**src/rtl/asi_chk_pkg.sv**
```systemverilog
package asi_chk_pkg;

    typedef enum logic [1:0] {
        CLS_PLAIN    = 2'd0,
        CLS_ALT      = 2'd1,
        CLS_DFP_LOAD = 2'd2,
        CLS_ALT_RSV  = 2'd3
    } op_class_e;

    typedef enum logic [1:0] {
        VD_CLEAR   = 2'd0,
        VD_PRIV    = 2'd1,
        VD_BAD_ASI = 2'd2
    } verdict_e;

    typedef struct packed {
        logic legal;
        logic little;
        logic block;
        logic as_if_user;
    } asi_attr_t;

endpackage

```
**src/rtl/asi_source_sel.sv**
```systemverilog
module asi_source_sel #(
    parameter int INSN_W   = 32,
    parameter int ASI_W    = 8,
    parameter int IMM_BIT  = 13,
    parameter int FIELD_LO = 5,
    parameter int EXT_W    = 64
) (
    input  logic [INSN_W-1:0] insn,
    input  logic [ASI_W-1:0]  asi_reg,
    output logic [ASI_W-1:0]  asi,
    output logic [EXT_W-1:0]  ext_insn
);
    localparam int FIELD_HI = FIELD_LO + ASI_W - 1;
    localparam int PAD_W    = EXT_W - INSN_W - ASI_W;

    always_comb begin
        if (insn[IMM_BIT]) asi = asi_reg;
        else               asi = insn[FIELD_HI:FIELD_LO];
        ext_insn = {{PAD_W{1'b0}}, asi, insn};
    end
endmodule

```
**src/rtl/asi_attr_decode.sv**
```systemverilog
module asi_attr_decode
    import asi_chk_pkg::*;
#(
    parameter int ASI_W = 8
) (
    input  logic [ASI_W-1:0] asi,
    output asi_attr_t        attr
);
    localparam int ENDIAN_BIT = 3;

    logic legal, blk, aiu;

    always_comb begin
        unique case (asi) inside
            8'h04, 8'h0C, 8'h10, 8'h11, [8'h14:8'h19], [8'h1C:8'h1F],
            [8'h80:8'h83], [8'h88:8'h8B], [8'hD0:8'hD3], [8'hD8:8'hDB],
            8'hF0, 8'hF1, 8'hF8, 8'hF9: legal = 1'b1;
            default:                    legal = 1'b0;
        endcase
        unique case (asi) inside
            8'h16, 8'h17, 8'h1E, 8'h1F, 8'hF0, 8'hF1, 8'hF8, 8'hF9: blk = 1'b1;
            default:                                                blk = 1'b0;
        endcase
        unique case (asi) inside
            8'h10, 8'h11, 8'h16, 8'h17, 8'h18, 8'h19, 8'h1E, 8'h1F: aiu = 1'b1;
            default:                                                aiu = 1'b0;
        endcase
        attr.legal      = legal;
        attr.little     = legal & asi[ENDIAN_BIT];
        attr.block      = blk;
        attr.as_if_user = aiu;
    end
endmodule

```
**src/rtl/asi_fault_arbiter.sv**
```systemverilog
module asi_fault_arbiter
    import asi_chk_pkg::*;
(
    input  op_class_e op_class,
    input  logic      priv_mode,
    input  logic      asi_msb,
    input  logic      legal,
    input  logic      as_if_user,
    output verdict_e  verdict
);
    logic priv_trip, legal_trip;

    always_comb begin
        priv_trip  = 1'b0;
        legal_trip = 1'b0;
        unique case (op_class)
            CLS_PLAIN: begin
                priv_trip  = 1'b0;
                legal_trip = 1'b0;
            end
            CLS_ALT, CLS_ALT_RSV: begin
                priv_trip  = !priv_mode && (!asi_msb || as_if_user);
            end
            CLS_DFP_LOAD: begin
                priv_trip  = !priv_mode && (!asi_msb || as_if_user);
                legal_trip = !legal;
            end
        endcase
        if (priv_trip)       verdict = VD_PRIV;
        else if (legal_trip) verdict = VD_BAD_ASI;
        else                 verdict = VD_CLEAR;
    end
endmodule

```
**src/rtl/asi_resolver.sv**
```systemverilog
module asi_resolver
    import asi_chk_pkg::*;
#(
    parameter int INSN_W   = 32,
    parameter int ASI_W    = 8,
    parameter int IMM_BIT  = 13,
    parameter int FIELD_LO = 5,
    parameter int EXT_W    = 64
) (
    input  logic              clk,
    input  logic              rst_n,
    input  logic [INSN_W-1:0] insn_i,
    input  logic [ASI_W-1:0]  asi_reg_i,
    input  logic              priv_mode_i,
    input  logic [1:0]        op_class_i,
    output logic [EXT_W-1:0]  ext_insn_o,
    output logic [ASI_W-1:0]  asi_o,
    output logic              little_o,
    output logic              block_o,
    output logic              as_if_user_o,
    output logic              priv_fault_o,
    output logic              bad_asi_fault_o
);
    localparam int MSB = ASI_W - 1;

    logic [ASI_W-1:0] asi_d;
    logic [EXT_W-1:0] ext_d;
    asi_attr_t        attr_d;
    verdict_e         verdict_d;

    logic [ASI_W-1:0] asi_q;
    logic [EXT_W-1:0] ext_q;
    asi_attr_t        attr_q;
    verdict_e         state_q;

    asi_source_sel #(
        .INSN_W(INSN_W), .ASI_W(ASI_W), .IMM_BIT(IMM_BIT),
        .FIELD_LO(FIELD_LO), .EXT_W(EXT_W)
    ) sel_i (
        .insn(insn_i), .asi_reg(asi_reg_i), .asi(asi_d), .ext_insn(ext_d)
    );

    asi_attr_decode #(.ASI_W(ASI_W)) dec_i (.asi(asi_d), .attr(attr_d));

    asi_fault_arbiter arb_i (
        .op_class(op_class_e'(op_class_i)),
        .priv_mode(priv_mode_i),
        .asi_msb(asi_d[MSB]),
        .legal(attr_d.legal),
        .as_if_user(attr_d.as_if_user),
        .verdict(verdict_d)
    );

    // Verdict state register plus the captured ASI data.
    always_ff @(posedge clk or negedge rst_n) begin
        if (!rst_n) begin
            state_q <= VD_CLEAR;
            asi_q   <= '0;
            ext_q   <= '0;
            attr_q  <= '0;
        end else begin
            state_q <= verdict_d;
            asi_q   <= asi_d;
            ext_q   <= ext_d;
            attr_q  <= attr_d;
        end
    end

    // Output decode from the verdict state.
    always_comb begin
        ext_insn_o   = ext_q;
        asi_o        = asi_q;
        little_o     = attr_q.little;
        block_o      = attr_q.block;
        as_if_user_o = attr_q.as_if_user;
        unique case (state_q)
            VD_PRIV:    begin priv_fault_o = 1'b1; bad_asi_fault_o = 1'b0; end
            VD_BAD_ASI: begin priv_fault_o = 1'b0; bad_asi_fault_o = 1'b1; end
            default:    begin priv_fault_o = 1'b0; bad_asi_fault_o = 1'b0; end
        endcase
    end
endmodule

```
**config.mk**
```make
export PLATFORM = sky130hd
export DESIGN_NAME = asi_resolver
export DESIGN_NICKNAME = d
export VERILOG_FILES = /design/src/rtl/asi_chk_pkg.sv /design/src/rtl/asi_source_sel.sv /design/src/rtl/asi_attr_decode.sv /design/src/rtl/asi_fault_arbiter.sv /design/src/rtl/asi_resolver.sv
export SDC_FILE = /design/constraint.sdc
export NUM_CORES = 1
export LEC_CHECK = 0
export ABC_AREA = 0
export BUFFER_PORTS_ARGS = -buffer_cell sky130_fd_sc_hd__buf_2
export CAP_MARGIN = 20
export CORE_ASPECT_RATIO = 1.5
export CORE_MARGIN = 10
export CORE_UTILIZATION = 32
export CTS_BUF_LIST = sky130_fd_sc_hd__clkbuf_4 sky130_fd_sc_hd__clkbuf_8
export CTS_CLUSTER_DIAMETER = 30
export CTS_CLUSTER_SIZE = 10
export DETAILED_ROUTE_END_ITERATION = 12
export MAX_ROUTING_LAYER = met4
export PLACE_DENSITY = 0.65
export SYNTH_ARGS = -nofsm -noshare
export SYNTH_HDL_FRONTEND = slang
export SYNTH_HIERARCHICAL = 1
export SYNTH_SLANG_ARGS = --single-unit
```
**constraint.sdc**
```tcl
create_clock -name clk -period 1.3 [get_ports clk]
set_clock_uncertainty 0.1 [all_clocks]
set_input_delay 0.26 -clock clk [delete_from_list [all_inputs] [get_ports clk]]
set_output_delay 0.26 -clock clk [all_outputs]
set_load 0.01 [all_outputs]
```
==> results <==
- The flow ran to the end, but the final reports show violations.
- The checks that failed: setup timing.
- The post-route non-filler standard cell count is 439.
- The leakage power of the design is 2.02 nW.
- The library cell occupying the most area in the post-synthesis netlist is sky130_fd_sc_hd__dfrtp_1.
- The average routed wire per standard cell is 15.4 um.
- The CTS H-tree depth is 3.
- The overall routing resource usage is 11.0%.
- At the end of the flow, the number of nets in the layout was 372.
- Setup total negative slack on the finished layout was measured at -846 ps.
- The cell area after placement is 0.00328 mm^2.
- The biggest fanout along the worst timing path is 5.
- The kind of capture point of the worst setup path is a register.
- The analysis attributes to net switching a power of 1.20 mW.
- The top cell type by area accounts for 69.0% of the synthesized area.
- The DRC violation count after routing is 0.
- Setup repair after global routing could not meet its margin everywhere.
- Net switching is 22.7% of the power.
- Measured along the y axis, the die boundary spans 134 um.
- The clock passes through at most 2 buffers.
- The arrival time of data at the critical path endpoint is 1770 ps.
- The CTS tree is done.
- The detail route stage leaves a number of antenna-violating nets equal to 0.
- The overall overflow remaining after global route is 0.
- The library cell used as clock root buffer is sky130_fd_sc_hd__clkbuf_8.
- The final design utilization is 46.5%.
- Timing analysis after detailed placement gives a worst setup slack of -748 ps.
- The number of antenna diodes in the final layout is 0.
- The final design instance area without fill is 0.00394 mm^2.
- For this block, the routed nets add up to 6750 um of wire.
- Clock-pin slew was measured on the worst setup and hold paths at 80 ps.
- After the first detailed-routing iteration, the DRC count stood at 33.
- Compared with the post-synthesis result, the final layout area differs by 40.9%.
- Routability-driven placement finished with a final weighted congestion of 0.760.
- For the worst setup path, the data required time is 1450 ps.
- By count the netlist is led by sky130_fd_sc_hd__dfrtp_1 (77), sky130_fd_sc_hd__buf_4 (69), sky130_fd_sc_hd__mux2_4 (8), sky130_fd_sc_hd__nor2_1 (6), sky130_fd_sc_hd__nand2_1 (4).
- The highest clock rate is 616 MHz.
- After synthesis, the share of flip-flops with an asynchronous set or reset is 100%.
- For this block, the via count after detailed routing is 1702.
- The synthesized design contains 0 enable-type register cells.
- The final setup violation count is 5.
- The synthesized design contains 77 register bits.
- The power per unit of standard cell area is 1340 mW/mm^2.
- The number of hold-slack violations in the final timing report came to 0.
- The type of the worst min-delay path is in -> reg.
- For this run, the leading register cell type out of synthesis is sky130_fd_sc_hd__dfrtp_1.
- By area the synthesized netlist is led by sky130_fd_sc_hd__dfrtp_1 (69%), sky130_fd_sc_hd__buf_4 (19%), sky130_fd_sc_hd__mux2_4 (4.3%).
- The via count of the first global-routing pass is 1984.
- The iteration count of the initial detailed-routing pass is 4.
- The first global-routing pass estimated 10200 um of wire.
- The cell area that synthesis handed to floorplanning was 0.00279 mm^2.
- The die covers 0.0129 mm^2.
- The area of the core region is 0.00846 mm^2.
- The per-cell via count in the routed design is 3.88.
- The final critical-path setup slack is -323 ps.
- IR analysis of the VDD net gives a maximum drop of 503 uV.
- TritonCTS created 9 clock buffers.
- The post-detailed-placement half-perimeter wirelength is 4830 um.
- The I/O pin count is 122.
- The part of the power in the clock network is 38.5%.
- The initial antenna violation count was 0.
- The gate count of the mapped netlist is 190.
- Clock tree synthesis found a total of 77 sinks.
- Combinational logic burns 12.9% of the power.
- The cell with the most instances after synthesis is sky130_fd_sc_hd__dfrtp_1.
- A synthesized cell averages 14.7 um^2.
- The fraction of layout cells with a size suffix above 1 is 54.8%.
- After detailed placement, the design holds a cell count of 388.
- Entering global routing, the biggest net connects 35 pins.
- The floorplan has 41 rows.
- From left edge to right edge, the die measures 96.3 um.
- For this configuration, the core starts out at a cell density of 33.0%.
- The type of the worst setup path is in -> reg.
- The final critical path takes up 125% of the cycle.
- The internal power summed over all cells is 4.07 mW.
- The total of max-cap violations is 0.
- Of the total power, registers draw 48.5%.
- Of the synthesized area, sequential elements account for 69.0%.
- The worst setup path is launched from an input port.
- The shortest period the worst path allows is 1620 ps.
- The final count of pins violating max slew is 0.
- Buffers placed on the I/O ports in this run total 121.
- The count of yosys warnings during synthesis is 6.
- Counting distinct cell types in the post-synthesis netlist gives 28.
sequential cells by signal (all words and copies together), names as in the netlist:
register / count
ext_insn_o: 64
little_o: 1
as_if_user_o: 1
state_q: 2
block_o: 1
asi_o: 8
what timing repair did:
action	in CTS	in global routing
pin swaps	8	4
buffers inserted	5	1
gates cloned	0	0
resized for setup	13	7
hold buffers	31	0
hold endpoints to repair	107	0
setup endpoints to repair	7	6
metal layers:
metal / vias up / GRT usage [%] / share of wire [%]
met5: - / - / 0
met4: 0 / 6.25 / 2.6
met3: 14 / 4.64 / 9.9
met2: 81 / 18.9 / 55
met1: 819 / 9.64 / 33
li1: 788 / - / -
power by group through the flow:
stage	Sequential [mW]	Combinational, mW	Clock (mW)
after floorplan	2.68	0.287	0
after global placement	2.60	0.559	0
after detailed placement	2.60	0.569	0
after CTS	2.56	0.676	2.10
after global routing	2.57	0.742	2.21
final	2.56	0.682	2.03
final timing paths:
path / start / to / slack (ps) / cells past startpoint
worst max-delay path: insn_i[13] / state_q[1]$_DFF_PN0_ / -320 / 10
min in group asynchronous: rst_n / ext_insn_o[19]$_DFF_PN0_ / 220 / 2
max in group asynchronous: rst_n / ext_insn_o[62]$_DFF_PN0_ / 440 / 3
worst min-delay path: insn_i[8] / ext_insn_o[8]$_DFF_PN0_ / 30 / 2
cell families after synthesis:
family | after synthesis | synth area share [%]
flip-flops | 77 | 69.0
XOR/XNOR | 1 | 0.314
AO/OA/AOI/OAI | 8 | 2.15
other | 1 | 0.134
AND/OR/NAND/NOR | 23 | 4.88
multiplexers | 8 | 4.30
buffers and inverters | 72 | 19.2
cell type report:
type | instances | area [um^2]
tap | 107 | 134
inverter | 2 | 7.51
timing repair buffer | 173 | 1140
sequential | 77 | 1930
clock inverter | 4 | 70.1
multi-input combinational | 64 | 495
fill | 780 | 4530
clock buffer | 12 | 159
worst max-delay path, cell delays in order:
cell,delay [ps]
sky130_fd_sc_hd__buf_12,110
sky130_fd_sc_hd__buf_12,120
sky130_fd_sc_hd__mux2_4,300
sky130_fd_sc_hd__buf_6,130
sky130_fd_sc_hd__nor3_4,230
sky130_fd_sc_hd__nand2_2,130
sky130_fd_sc_hd__o21ai_2,180
sky130_fd_sc_hd__or3_4,160
sky130_fd_sc_hd__nor2_4,30
sky130_fd_sc_hd__o211a_1,110
layout by cell type (no fill, tap or decap), types with 2 or more instances in the layout:
| cell type | instances |
|---|---|
| sky130_fd_sc_hd__clkinv_2 | 2 |
| sky130_fd_sc_hd__conb_1 | 24 |
| sky130_fd_sc_hd__nor2_1 | 4 |
| sky130_fd_sc_hd__buf_4 | 17 |
| sky130_fd_sc_hd__bufinv_16 | 2 |
| sky130_fd_sc_hd__dfrtp_1 | 77 |
| sky130_fd_sc_hd__dlygate4sd3_1 | 31 |
| sky130_fd_sc_hd__nor2b_4 | 2 |
| sky130_fd_sc_hd__nor2_4 | 2 |
| sky130_fd_sc_hd__nand2_1 | 3 |
| sky130_fd_sc_hd__inv_1 | 2 |
| sky130_fd_sc_hd__clkbuf_8 | 11 |
| sky130_fd_sc_hd__mux2_4 | 8 |
| sky130_fd_sc_hd__buf_6 | 3 |
| sky130_fd_sc_hd__buf_12 | 4 |
| sky130_fd_sc_hd__buf_2 | 118 |
through the flow:
| stage | power (mW) | hold slack [ps] |
|---|---|---|
| after floorplan | 2.97 | -136 |
| after global placement | 3.16 | 36.8 |
| after detailed placement | 3.17 | 35.3 |
| after CTS | 5.33 | 7.28 |
| after global routing | 5.52 | 12.1 |
| final | 5.27 | 25.8 |
Power figures use the tool's default switching activity.
